[src/rtl/spi_boot_pkg.sv]
package spi_boot_pkg;

  typedef enum logic [2:0] {
    ST_IDLE,
    ST_CMD,
    ST_DATA,
    ST_DRAIN,
    ST_DONE
  } boot_state_t;

  localparam logic [7:0] FLASH_READ_OP = 8'h03;
  localparam int unsigned HDR_BYTES    = 4;

endpackage

[src/rtl/spi_byte_xfer.sv]
// One byte, shifted out and in at the same time, in SPI mode 0. The clock idles low between bytes.
module spi_byte_xfer #(
  parameter int unsigned CLK_DIV = 4
) (
  input  logic       clk,
  input  logic       rst,
  input  logic       start,
  input  logic [7:0] tx_byte,
  input  logic       miso,
  output logic       busy,
  output logic       done,
  output logic [7:0] rx_byte,
  output logic       sclk,
  output logic       mosi
);
  localparam int unsigned LOW_CYC  = CLK_DIV / 2;
  localparam int unsigned HIGH_CYC = CLK_DIV - LOW_CYC;
  localparam int unsigned CNT_W    = $clog2(CLK_DIV + 1);

  logic [CNT_W-1:0] phase_q;
  logic [2:0]       bit_q;
  logic [7:0]       tx_q;
  logic [7:0]       rx_q;
  logic             busy_q;
  logic             sclk_q;
  logic             done_q;

  always_ff @(posedge clk) begin
    if (rst) begin
      phase_q <= '0;
      bit_q   <= '0;
      tx_q    <= '0;
      rx_q    <= '0;
      busy_q  <= 1'b0;
      sclk_q  <= 1'b0;
      done_q  <= 1'b0;
    end else begin
      done_q <= 1'b0;
      if (!busy_q) begin
        if (start) begin
          busy_q  <= 1'b1;
          tx_q    <= tx_byte;
          phase_q <= '0;
          bit_q   <= '0;
        end
      end else if (!sclk_q) begin
        if (phase_q == CNT_W'(LOW_CYC - 1)) begin
          phase_q <= '0;
          sclk_q  <= 1'b1;
          rx_q    <= {rx_q[6:0], miso};
        end else begin
          phase_q <= phase_q + 1'b1;
        end
      end else begin
        if (phase_q == CNT_W'(HIGH_CYC - 1)) begin
          phase_q <= '0;
          sclk_q  <= 1'b0;
          if (bit_q == 3'd7) begin
            busy_q <= 1'b0;
            done_q <= 1'b1;
          end else begin
            bit_q <= bit_q + 1'b1;
            tx_q  <= {tx_q[6:0], 1'b0};
          end
        end else begin
          phase_q <= phase_q + 1'b1;
        end
      end
    end
  end

  assign busy    = busy_q;
  assign done    = done_q;
  assign rx_byte = rx_q;
  assign sclk    = sclk_q;
  assign mosi    = tx_q[7];

endmodule

[src/rtl/word_packer.sv]
// Packs bytes into a word, the first byte landing in the top lane.
module word_packer #(
  parameter int unsigned DATA_W = 32
) (
  input  logic              clk,
  input  logic              rst,
  input  logic              byte_valid,
  input  logic [7:0]        byte_in,
  output logic              word_valid,
  output logic [DATA_W-1:0] word
);
  localparam int unsigned LANES  = DATA_W / 8;
  localparam int unsigned LANE_W = $clog2(LANES);

  logic [LANE_W-1:0] lane_q;
  logic [DATA_W-1:0] word_q;
  logic              valid_q;

  always_ff @(posedge clk) begin
    if (rst) begin
      lane_q  <= '0;
      word_q  <= '0;
      valid_q <= 1'b0;
    end else begin
      valid_q <= 1'b0;
      if (byte_valid) begin
        word_q <= {word_q[DATA_W-9:0], byte_in};
        if (lane_q == LANE_W'(LANES - 1)) begin
          lane_q  <= '0;
          valid_q <= 1'b1;
        end else begin
          lane_q <= lane_q + 1'b1;
        end
      end
    end
  end

  assign word_valid = valid_q;
  assign word       = word_q;

endmodule

[src/rtl/wb_word_writer.sv]
// Writes one full word at a time. The cycle signal follows the session input.
module wb_word_writer #(
  parameter int unsigned      ADDR_W   = 20,
  parameter int unsigned      DATA_W   = 32,
  parameter logic [ADDR_W-1:0] MEM_BASE = '0
) (
  input  logic                clk,
  input  logic                rst,
  input  logic                session,
  input  logic                load,
  input  logic [DATA_W-1:0]   word,
  input  logic                ack,
  output logic                busy,
  output logic                done,
  output logic                cyc,
  output logic                stb,
  output logic                we,
  output logic [DATA_W/8-1:0] sel,
  output logic [ADDR_W-1:0]   adr,
  output logic [DATA_W-1:0]   dat
);
  localparam int unsigned SEL_W = DATA_W / 8;

  logic              cyc_q;
  logic              stb_q;
  logic              we_q;
  logic [SEL_W-1:0]  sel_q;
  logic [ADDR_W-1:0] adr_q;
  logic [DATA_W-1:0] dat_q;
  logic              done_q;

  always_ff @(posedge clk) begin
    if (rst) begin
      cyc_q  <= 1'b0;
      stb_q  <= 1'b0;
      we_q   <= 1'b0;
      sel_q  <= '0;
      adr_q  <= MEM_BASE;
      dat_q  <= '0;
      done_q <= 1'b0;
    end else begin
      cyc_q  <= session;
      done_q <= 1'b0;
      if (stb_q && ack) begin
        stb_q  <= 1'b0;
        we_q   <= 1'b0;
        sel_q  <= '0;
        adr_q  <= adr_q + 1'b1;
        done_q <= 1'b1;
      end else if (load && !stb_q) begin
        stb_q <= 1'b1;
        we_q  <= 1'b1;
        sel_q <= '1;
        dat_q <= word;
      end
    end
  end

  assign busy = stb_q;
  assign done = done_q;
  assign cyc  = cyc_q;
  assign stb  = stb_q;
  assign we   = we_q;
  assign sel  = sel_q;
  assign adr  = adr_q;
  assign dat  = dat_q;

endmodule

[src/rtl/spi_boot_copier.sv]
module spi_boot_copier
  import spi_boot_pkg::*;
#(
  parameter int unsigned       ADDR_W      = 20,
  parameter int unsigned       DATA_W      = 32,
  parameter int unsigned       WORD_COUNT  = 16,
  parameter int unsigned       CLK_DIV     = 4,
  parameter logic [23:0]       FLASH_START = 24'h100000,
  parameter logic [ADDR_W-1:0] MEM_BASE    = '0
) (
  input  logic                clk,
  input  logic                rst,
  input  logic                enable,
  output logic                cpu_hold,
  output logic                spi_sclk,
  output logic                spi_mosi,
  input  logic                spi_miso,
  output logic                spi_cs_n,
  output logic                mem_clk,
  output logic                mem_rst,
  output logic                mem_cyc,
  output logic                mem_stb,
  output logic                mem_we,
  output logic [DATA_W/8-1:0] mem_sel,
  output logic [ADDR_W-1:0]   mem_adr,
  output logic [DATA_W-1:0]   mem_wdata,
  input  logic                mem_ack
);
  localparam int unsigned LANES      = DATA_W / 8;
  localparam int unsigned LANE_W     = $clog2(LANES);
  localparam int unsigned BYTE_TOTAL = WORD_COUNT * LANES;
  localparam int unsigned BCNT_W     = $clog2(BYTE_TOTAL + 1);
  localparam int unsigned WCNT_W     = $clog2(WORD_COUNT + 1);
  localparam int unsigned HDR_W      = $clog2(HDR_BYTES);

  boot_state_t       state_q;
  logic [HDR_W-1:0]  hdr_idx_q;
  logic              hdr_all_q;
  logic [BCNT_W-1:0] bytes_q;
  logic [WCNT_W-1:0] words_q;
  logic              hold_q;
  logic              cs_n_q;

  logic              xfer_start;
  logic [7:0]        xfer_tx;
  logic              xfer_busy;
  logic              xfer_done;
  logic [7:0]        xfer_rx;
  logic              pk_in_valid;
  logic              pk_valid;
  logic [DATA_W-1:0] pk_word;
  logic              wr_busy;
  logic              wr_done;
  logic              session;
  logic              next_last_lane;
  logic              bytes_left;

  assign next_last_lane = bytes_q[LANE_W-1:0] == LANE_W'(LANES - 1);
  assign bytes_left     = bytes_q != BCNT_W'(BYTE_TOTAL);
  assign session        = (state_q == ST_DATA) || (state_q == ST_DRAIN);
  assign pk_in_valid    = xfer_done && (state_q == ST_DATA);

  // Byte issue: the header goes out first, then filler bytes while data is read. The last lane of a word waits for the memory writer to be free.
  always_comb begin
    xfer_start = 1'b0;
    xfer_tx    = 8'h00;
    case (state_q)
      ST_CMD: begin
        if (!xfer_busy && !hdr_all_q) begin
          xfer_start = 1'b1;
          case (hdr_idx_q)
            HDR_W'(0): xfer_tx = FLASH_READ_OP;
            HDR_W'(1): xfer_tx = FLASH_START[23:16];
            HDR_W'(2): xfer_tx = FLASH_START[15:8];
            default:   xfer_tx = FLASH_START[7:0];
          endcase
        end
      end
      ST_DATA: begin
        if (!xfer_busy && bytes_left && !(next_last_lane && wr_busy)) begin
          xfer_start = 1'b1;
        end
      end
      default: begin
        xfer_start = 1'b0;
      end
    endcase
  end

  always_ff @(posedge clk) begin
    if (rst) begin
      state_q   <= ST_IDLE;
      hdr_idx_q <= '0;
      hdr_all_q <= 1'b0;
      bytes_q   <= '0;
      words_q   <= '0;
      hold_q    <= 1'b1;
      cs_n_q    <= 1'b1;
    end else begin
      if (wr_done) begin
        words_q <= words_q + 1'b1;
      end
      case (state_q)
        ST_IDLE: begin
          if (enable) begin
            state_q <= ST_CMD;
            cs_n_q  <= 1'b0;
          end else begin
            state_q <= ST_DONE;
          end
        end
        ST_CMD: begin
          if (xfer_start) begin
            hdr_idx_q <= hdr_idx_q + 1'b1;
            if (hdr_idx_q == HDR_W'(HDR_BYTES - 1)) begin
              hdr_all_q <= 1'b1;
            end
          end
          if (hdr_all_q && xfer_done) begin
            state_q <= ST_DATA;
          end
        end
        ST_DATA: begin
          if (xfer_start) begin
            bytes_q <= bytes_q + 1'b1;
          end
          if (!bytes_left && xfer_done) begin
            cs_n_q  <= 1'b1;
            state_q <= ST_DRAIN;
          end
        end
        ST_DRAIN: begin
          if (words_q == WCNT_W'(WORD_COUNT)) begin
            state_q <= ST_DONE;
          end
        end
        ST_DONE: begin
          hold_q <= 1'b0;
        end
        default: begin
          state_q <= ST_IDLE;
        end
      endcase
    end
  end

  spi_byte_xfer #(
    .CLK_DIV (CLK_DIV)
  ) u_xfer (
    .clk     (clk),
    .rst     (rst),
    .start   (xfer_start),
    .tx_byte (xfer_tx),
    .miso    (spi_miso),
    .busy    (xfer_busy),
    .done    (xfer_done),
    .rx_byte (xfer_rx),
    .sclk    (spi_sclk),
    .mosi    (spi_mosi)
  );

  word_packer #(
    .DATA_W (DATA_W)
  ) u_packer (
    .clk        (clk),
    .rst        (rst),
    .byte_valid (pk_in_valid),
    .byte_in    (xfer_rx),
    .word_valid (pk_valid),
    .word       (pk_word)
  );

  wb_word_writer #(
    .ADDR_W   (ADDR_W),
    .DATA_W   (DATA_W),
    .MEM_BASE (MEM_BASE)
  ) u_writer (
    .clk     (clk),
    .rst     (rst),
    .session (session),
    .load    (pk_valid),
    .word    (pk_word),
    .ack     (mem_ack),
    .busy    (wr_busy),
    .done    (wr_done),
    .cyc     (mem_cyc),
    .stb     (mem_stb),
    .we      (mem_we),
    .sel     (mem_sel),
    .adr     (mem_adr),
    .dat     (mem_wdata)
  );

  assign cpu_hold = rst | hold_q;
  assign spi_cs_n = cs_n_q;
  assign mem_clk  = clk;
  assign mem_rst  = rst;

endmodule

[config.mk]
export PLATFORM = sky130hd
export DESIGN_NAME = spi_boot_copier
export DESIGN_NICKNAME = d
export VERILOG_FILES = /design/src/rtl/spi_boot_pkg.sv /design/src/rtl/spi_byte_xfer.sv /design/src/rtl/word_packer.sv /design/src/rtl/wb_word_writer.sv /design/src/rtl/spi_boot_copier.sv
export SDC_FILE = /design/constraint.sdc
export NUM_CORES = 1
export LEC_CHECK = 0
export BUFFER_PORTS_ARGS = -buffer_cell sky130_fd_sc_hd__buf_2
export CORE_ASPECT_RATIO = 1.1
export CORE_UTILIZATION = 34
export CTS_BUF_LIST = sky130_fd_sc_hd__clkbuf_2
export CTS_CLUSTER_SIZE = 14
export DETAILED_ROUTE_END_ITERATION = 12
export SYNTH_ARGS = -nofsm -noshare
export SYNTH_HDL_FRONTEND = slang
export SYNTH_SLANG_ARGS = --single-unit
[constraint.sdc]
create_clock -name clk -period 5.3 [get_ports clk]
set_input_delay 0.265 -clock clk [delete_from_list [all_inputs] [get_ports clk]]
set_output_delay 0.265 -clock clk [all_outputs]
set_load 0.02 [all_outputs]
==> results of run 1 <==
[area by class of cell]
class | count | area (sq um)
Multi-Input combinational cell | 452 | 2456
Clock inverter | 12 | 152.6
Tap cell | 196 | 245.2
Timing Repair Buffer | 74 | 400.4
Clock buffer | 24 | 120.1
Inverter | 14 | 52.55
Antenna cell | 1 | 2.502
Sequential cell | 135 | 2703
Fill cell | 1595 | 9158
[worst max-delay path, stage by stage]
cell and delay (ns):
clkbuf_2 0.08, clkbuf_2 0.09, buf_2 0.15
[path summary, 6_finish.rpt]
kind | from | to | cells past startpoint
min | spi_miso | u_xfer.rx_byte[0] | 4
min reg2reg | u_xfer.rx_byte[4] | u_packer.word[4] | 2
max reg2reg | state_q[1] | u_packer.lane_q[0] | 4
max | clk | mem_clk | 3
[per-stage QoR]
| stage | worst slack (ns) | instance area, sq um | power (mW) |
|---|---|---|---|
| after floorplan | 2.251 | 5405 | 1.128 |
| after global routing | 2.041 | 6132 | 1.864 |
| final | 2.068 | 6132 | 1.778 |
| after CTS | 2.053 | 6130 | 1.808 |
| after global placement | 2.250 | 5812 | 1.137 |
| after detailed placement | 2.250 | 5812 | 1.139 |
[sequential cells by signal, indices dropped and copies added (netlist names)]
| signal | cells |
|---|---|
| u_packer.word | 32 |
| u_writer.dat | 32 |
| u_writer.adr | 20 |
| u_xfer.rx_byte | 8 |
| u_xfer.tx_q | 8 |
| bytes_q | 7 |
| words_q | 5 |
| state_q | 3 |
| u_xfer.bit_q | 3 |
| u_xfer.phase_q | 3 |
| hdr_idx_q | 2 |
| u_packer.lane_q | 2 |
| hdr_all_q | 1 |
| hold_q | 1 |
| spi_cs_n | 1 |
| u_packer.word_valid | 1 |
| u_writer.busy | 1 |
| u_writer.cyc | 1 |
| u_writer.done | 1 |
| u_xfer.busy | 1 |
| u_xfer.done | 1 |
| u_xfer.sclk | 1 |
[power breakdown]
| group | leakage, nW | internal, mW | switching (mW) |
|---|---|---|---|
| Sequential | 1.09 | 1.02 | 0.0130 |
| Combinational | 1.03 | 0.0238 | 0.0418 |
| Clock | 0.166 | 0.288 | 0.387 |
[cell families (layout without fill, tap and decap cells)]
family / after synthesis / count (layout) / share of synthesized area [%]
multiplexers: 7 / 7 / 1.366
AND/OR/NAND/NOR: 286 / 286 / 25.09
flip-flops: 135 / 135 / 50.00
AO/OA/AOI/OAI: 131 / 131 / 13.56
adder cells (fa/ha/maj): 12 / 12 / 2.778
buffers and inverters: 57 / 124 / 4.606
other: 0 / 1 / 0
XOR/XNOR: 16 / 16 / 2.593
[routing by layer]
metal	global-route usage, %	wire, microns	vias up
li1	-	-	2277
met1	16.28	5157	2026
met2	22.97	5167	90
met3	5.740	605	10
met4	5.962	101	0
met5	0	0	-
[synthesized netlist by cell type, drive strengths merged (2+ instances only)]
cell,instances
and3,2
nand3,21
nor2,31
nor3,2
buf,18
nor3b,3
nor4b,2
or3,10
o211ai,2
and2,4
and4,4
ha,12
dfxtp,135
o21ai,14
mux2,3
o32ai,4
mux2i,4
nor2b,9
a211oi,2
nand2,161
a21o,2
o22ai,3
inv,14
xnor2,5
clkbuf,25
and3b,2
a21oi,92
a22oi,3
a31oi,4
nand2b,14
or2,5
xor2,11
nand4,11
==> metrics.cfg, run 1 <==
[power_and_ir_drop]
power_density_mw_per_mm2=289.9
p_leak_nw=2.282
irDropWorstVdd_v=0.0001562

[final_layout]
area_growth_pct=13.45
drive_gt1_share_pct=16.03
most-common-layout-cells=nand2_1, dfxtp_1, a21oi_1, buf_2, nor2_1
final_cell_count_no_fill=908
fin_nets=715
mostFrequentLayoutCell=nand2_1
final_util_pct=40.11

[floorplanning]
rows=47
initial_core_util_pct=35.35
fp.coreArea_sq_mm=0.01529
die_w_microns=122.2
io_pins=70
dieArea_sq_mm=0.01641
die_h_microns=134.2

[sta]
maxSlewViolCount=0
rsz0062_at_grt=false
hold_viol=0
hold_ws_ns=0.3487
fin_tns_setup_ns=0
fin_skew_ns=0.03606
relSlewSlack_pct=22.40
worstMarginPinSlew_ns=1.164
setup_viol=0

[run]
cap_violations=0

[global_route]
grt_pass1_vias=4078
track_usage_pct=14.14
gr-total-overflow=0
antenna_found_initial=1
grt_pass1_wl_mm=18.15
grt_max_degree=80

[logic_synthesis]
ys.flop_type=dfxtp_1
syn_area_sq_mm=0.005405
yosys_warnings=0
synth.area.top_cells=dfxtp_1, nand2_1, a21oi_1, ha_1, nor2_1
ys_async_sr_fraction_pct=0
synth_cell_types=51
ys_ff_latch=135
yosys.area.top_type=dfxtp_1
avgSynthCellArea_sq_um=8.393
synthCells=644
synth_seq_area_share_pct=50.00
syn_nets=661
synth_top_area_share_pct=50.00
synth_edf_count=0

[place]
portBuffers=69
gp_congestion=0.7367
dp_cells=867
dp_hpwl_mm=7.323

[clock_tree]
clock_latency_ns=0.77
cts_tree=yes
cts_hold_buffers=5
postCtsSetupRepairBufs=0
cts.clk_slew.worst_paths_ns=0.16
cts_resized=0

[drt]
first_pass_iters=6
wl_per_cell_microns=12.15
route.antenna.remaining_nets=0
routed_wl_mm=11.03
remaining_drc_errors=0
vias=4403
viasPerCell=4.849
first_iter_violations=308

[worst_setup_path]
critPathLaunchType=clock port
crit_fanout=3
critPathRequiredTime_ns=5.04
worstPathArrival_ns=2.97
ff2ff_setup_slack_ns=2.93
worstSetupPathType=clock port to output port
end_kind=output port

[status]
status=complete, no violations

[min_path]
hp-class=input pin to flop

No activity file was read; power rests on OpenSTA's default activity.
==> run 2, diff against run 1 <==
==> constraint.sdc (replaced) <==
create_clock -name clk -period 3.31 [get_ports clk]
set_input_delay 0.1655 -clock clk [delete_from_list [all_inputs] [get_ports clk]]
set_output_delay 0.1655 -clock clk [all_outputs]
set_load 0.02 [all_outputs]
==> run 2 against run 1 <==
Die area is the same. Cell count up 0.55%. Global-route usage is 0.17 points higher. Routed wire length is 1.0% higher. Count of clock-buffer cells in the layout shrank 2. Critical endpoint is now u_xfer.rx_byte[0]. Largest cell class unchanged. Highest routed layer unchanged.
==> metrics.cfg, run 2 (synthesized netlist as in run 1, its figures left out) <==
[worst_setup_path]
crit_path_cell_trace=nor2b_1 > and2_1 > ha_1 > nand2_1 > nand2_1 > a21oi_1 > dlygate4sd3_1
critPathRequiredTime_ns=3.98  ; -1.06 ns
critPathLaunchType=flop
critPathMaxStageDelay_ns=0.59  ; +0.44 ns
cp_common_cell=nand2_1
crit_slowest_cell=dlygate4sd3_1
ff2ff_setup_slack_ns=0.91  ; -2.02 ns
end_kind=flop
worstSetupPathType=flop to flop
reg2regPathDepth=7  ; +3
r2r_start=u_xfer.phase_q[0]
rr_endpoint=u_xfer.rx_byte[0]
crit_fanout=9  ; +6
worstPathArrival_ns=3.06  ; +0.09 ns

[sta]
fin_skew_ns=0.02838  ; -0.007678 ns
fin_crit_ns=2.395
fin_tns_setup_ns=0  ; unchanged
fmaxAchievable_mhz=417.5
hold_ws_ns=0.2304  ; -0.1183 ns
period_share_pct=72.36
relSlewSlack_pct=43.49  ; +21 points
hold_viol=0  ; unchanged
maxSlewViolCount=0  ; unchanged
rsz0062_at_grt=false
worstMarginPinSlew_ns=0.8477  ; -0.3163 ns
setup_viol=0  ; unchanged

[floorplanning]
fp.coreArea_sq_mm=0.01529  ; unchanged
dieArea_sq_mm=0.01641  ; unchanged
initial_core_util_pct=35.35  ; unchanged
io_pins=70  ; unchanged
die_w_microns=122.2  ; unchanged
rows=47  ; unchanged
die_h_microns=134.2  ; unchanged

[drt]
first_iter_violations=260  ; -16%
routed_wl_mm=11.14  ; +1.0%
remaining_drc_errors=0  ; unchanged
vias=4430  ; +0.61%
viasPerCell=4.852  ; about the same
route.antenna.remaining_nets=0  ; unchanged
wl_per_cell_microns=12.20  ; +0.46%
first_pass_iters=4  ; -2

[global_route]
grt_pass1_vias=4154  ; +1.9%
gr-total-overflow=0  ; unchanged
grt_pass1_wl_mm=18.62  ; +2.6%
track_usage_pct=14.32  ; +0.17 points
antenna_found_initial=1  ; unchanged
grt_max_degree=88  ; +10%

[final_layout]
drive_gt1_share_pct=16.48  ; +0.45 points
mostFrequentLayoutCell=nand2_1
most-common-layout-cells=nand2_1, dfxtp_1, a21oi_1, buf_2, nor2_1
area_growth_pct=16.99
fin_nets=720  ; +0.70%

[place]
portBuffers=69  ; unchanged
gp_congestion=0.7727  ; +4.9%
dp_hpwl_mm=7.348  ; +0.34%

[run]
cap_violations=0  ; unchanged

[clock_tree]
cts_tree=yes
clock_latency_ns=0.77  ; about the same
postCtsSetupRepairBufs=0  ; unchanged
cts.clk_slew.worst_paths_ns=0.20  ; +0.04 ns
cts_hold_buffers=6  ; +1
cts_resized=0  ; unchanged

[min_path]
hold_path_end=state_q[0]
hp-class=input pin to flop
holdCritStartpoint=enable
whs_path_depth=4  ; unchanged

[power_and_ir_drop]
p_leak_nw=2.373  ; +4.0%
irDropWorstVdd_v=0.0002872  ; +84%
power_density_mw_per_mm2=521.8  ; +80%

[status]
status=complete, no violations

==> run 2: report_power, final <==
part	switching, mW	internal [mW]
logic	0.0675	0.0399
clock network	0.628	0.905
registers	0.0196	1.64
==> run 2: how the worst max path moves through the flow <==
stage          cells after the start               from                end  slack [ns]
4_1_cts                            7  u_xfer.phase_q[0]  u_xfer.rx_byte[0]        0.92
2_1_floorplan                      1                clk            mem_clk        1.36
3_3_place_gp                       1                clk            mem_clk        1.35
6_report                           7  u_xfer.phase_q[0]  u_xfer.rx_byte[0]        0.91
5_1_grt                            7  u_xfer.phase_q[0]  u_xfer.rx_byte[0]        0.74
3_5_place_dp                       4        u_xfer.busy     u_xfer.tx_q[4]        1.33
==> run 2: cell type report <==
class                   instances  area, sq um
inverters                      14        52.55
well taps                     196        245.2
clock buffers                  22        110.1
clock inverters                14        301.5
diodes                          1        2.502
fillers                      1553         8966
multi-input cells             452         2456
flip-flops and latches        135         2703
repair buffers                 79        452.9
==> run 2: critical path, delay by kind of cell (launching register included) <==
kind                       cells  cell delay [ns]
DFF                            1             0.44
adders and majority gates      1             0.32
and+or+nand+nor                4             0.88
buffers and inverters          1             0.59
AOI/OAI and AO/OA              1             0.07
==> run 2: per-stage QoR <==
| step | cell area (sq um) | setup WS, ns | std cells | power [mW] | utilization [%] |
|---|---|---|---|---|---|
| after floorplan | 5405 | 1.356 | 644 | 1.806 | - |
| after global placement | 5854 | 1.354 | 871 | 1.821 | 38.29 |
| after detailed placement | 5854 | 1.334 | 871 | 1.824 | 38.29 |
| after CTS | 6321 | 0.9239 | 912 | 3.351 | 41.34 |
| after global routing | 6324 | 0.7429 | 913 | 3.435 | 41.36 |
| final | 6324 | 0.9149 | 913 | 3.300 | 41.36 |
==> run 2: metal layers <==
layer  track usage, %  part of all wire (%)
met4            5.217                  0.90
met1            16.97                    47
met5                0                     0
met3            5.230                   4.7
met2            23.47                    48
==> run 3, diff against run 2 <==
==> constraint.sdc (replaced) <==
create_clock -name clk -period 2.26 [get_ports clk]
set_input_delay 0.113 -clock clk [delete_from_list [all_inputs] [get_ports clk]]
set_output_delay 0.113 -clock clk [all_outputs]
set_load 0.02 [all_outputs]
==> run 3 against run 2 <==
Maximum frequency grew 12%. Worst setup slack lost 0.79 ns. Hold slack lost 0.052 ns. Register-to-register slack lost 0.79 ns. Critical path type unchanged. Critical endpoint is now state_q[0].
==> metrics.cfg, run 3 (synthesized netlist as in run 1, its figures left out) <==
[drt]
remaining_drc_errors=0  ; unchanged
vias=4485  ; +1.2%
viasPerCell=4.896  ; +0.91%
routed_wl_mm=11.10  ; -0.38%
route.antenna.remaining_nets=0  ; unchanged
first_iter_violations=230  ; -12%
wl_per_cell_microns=12.12  ; -0.70%
first_pass_iters=4  ; unchanged

[worst_setup_path]
end_kind=flop
crit_slowest_cell=dlygate4sd3_1
critPathLaunchType=flop
critPathRequiredTime_ns=2.99  ; -0.99 ns
worstSetupPathType=flop to flop
crit_path_cell_trace=nor4b_1 > and3b_1 > nand2_1 > a31oi_1 > dlygate4sd3_1
critPathMaxStageDelay_ns=0.56  ; -0.03 ns
crit_fanout=7  ; -2
worstPathArrival_ns=2.86  ; -0.20 ns

[final_layout]
drive_gt1_share_pct=16.13  ; -0.35 points
ff_latch_area_sq_mm=0.002703  ; unchanged
mostFrequentLayoutCell=nand2_1
area_growth_pct=13.56
multiInputGateArea_sq_mm=0.002456  ; unchanged
fillers=1604  ; +3.3%
most-common-layout-cells=nand2_1, dfxtp_1, a21oi_1, buf_2, nor2_1
fin_nets=723  ; +0.42%

[power_and_ir_drop]
switching_power_mw=0.9905  ; +39%
seq_power_share_pct=62.5  ; +12 points
netSwitchingFraction_pct=25.55  ; +3.9 points
p_leak_nw=2.291  ; -3.5%
power_density_mw_per_mm2=631.5  ; +21%
irDropWorstVdd_v=0.0002727  ; -5.0%
total_power_mw=3.876  ; +17%
clkPwrFrac_pct=33.1  ; -13 points
p_comb_share_pct=4.4  ; +1.1 points
p_int_mw=2.886  ; +12%

[status]
status=complete, no violations

[sta]
fmaxAchievable_mhz=469.0  ; +12%
rsz0062_at_grt=false
fin_tns_setup_ns=0  ; unchanged
relSlewSlack_pct=62.60  ; +19 points
hold_viol=0  ; unchanged
maxSlewViolCount=0  ; unchanged
setup_viol=0  ; unchanged
fin_ws_ns=0.1279  ; -0.7869 ns
worstMarginPinSlew_ns=0.5610  ; -0.2866 ns
period_share_pct=94.34  ; +22 points
fin_skew_ns=0.02169  ; -0.006692 ns
fin_crit_ns=2.132  ; -0.2631 ns

[floorplanning]
die_w_microns=122.2  ; unchanged
rows=47  ; unchanged
die_h_microns=134.2  ; unchanged
dieArea_sq_mm=0.01641  ; unchanged
initial_core_util_pct=35.35  ; unchanged
fp.coreArea_sq_mm=0.01529  ; unchanged
io_pins=70  ; unchanged

[clock_tree]
cts_tree=yes
clock_latency_ns=0.77  ; about the same
cts.clk_slew.worst_paths_ns=0.18  ; -0.02 ns
cts_resized=0  ; unchanged
postCtsSetupRepairBufs=0  ; unchanged

[global_route]
antenna_found_initial=1  ; unchanged
track_usage_pct=14.42  ; +0.11 points
grt_pass1_vias=4227  ; +1.8%
grt_max_degree=90  ; +2.3%
grt_pass1_wl_mm=18.71  ; +0.48%
gr-total-overflow=0  ; unchanged

[place]
dp_slack_ns=0.3806  ; -0.9537 ns
gp_congestion=0.7784  ; +0.74%
dp_hpwl_mm=7.374  ; +0.35%
portBuffers=69  ; unchanged

[run]
cap_violations=0  ; unchanged

[min_path]
hp-class=input pin to flop

==> run 3: final timing paths <==
check                           slack (ns)  cells past startpoint               from                end
worst min-delay path                  0.18                      4           spi_miso  u_xfer.rx_byte[0]
worst max-delay path                  0.13                      5         bytes_q[4]         state_q[0]
worst max register to register        0.13                      5         bytes_q[4]         state_q[0]
worst min register to register        0.46                      2  u_packer.word[27]   u_writer.dat[27]
==> run 3: through the flow <==
stage                     utilization [%]  cell area, sq um  hold slack (ns)  cells
after floorplan                         -              5405           0.2256    644
after global placement              38.44              5877           0.2473    874
after detailed placement            38.44              5877           0.2473    874
after CTS                           40.13              6136          0.09844    915
after global routing                40.15              6138           0.1369    916
final                               40.15              6138           0.1782    916
==> run 3: area by class of cell <==
cell class                      instances  area share [%]
Sequential cell                       135           44.03
Multi-Input combinational cell        452           40.01
Timing Repair Buffer                   82           7.746
Tap cell                              196           3.995
Clock buffer                           23           1.875
Clock inverter                         13           1.447
Inverter                               14          0.8561
Antenna cell                            1         0.04077
==> run 3: what timing repair did <==
item                                    4_1_cts  5_1_grt
hold buffers                                  6        0
endpoints found under the setup margin        0        0
endpoints found under the hold margin        50        0
==> run 3: metal layers <==
| metal | GRT usage [%] | vias to the layer above | wire length (microns) |
|---|---|---|---|
| met3 | 5.017 | 16 | 574 |
| met5 | 0 | - | 0 |
| met1 | 16.73 | 2081 | 5113 |
| met2 | 23.85 | 92 | 5239 |
| li1 | - | 2296 | - |
| met4 | 6.165 | 0 | 173 |
==> run 3: power groups by stage <==
stage | logic (mW) | registers (mW) | clock network [mW]
floorplan | 0.123 | 2.47 | 0.0517
global placement | 0.160 | 2.47 | 0.0413
detailed placement | 0.165 | 2.47 | 0.0413
CTS | 0.174 | 2.42 | 1.36
global route | 0.193 | 2.43 | 1.47
finish | 0.171 | 2.42 | 1.28
==> run 3: worst max-delay path: cells and delay by family, from the launching register on <==
kind	cells	cell delay, ns
and+or+nand+nor	3	1.02
buffers and inverters	1	0.56
DFF	1	0.37
AOI/OAI and AO/OA	1	0.16
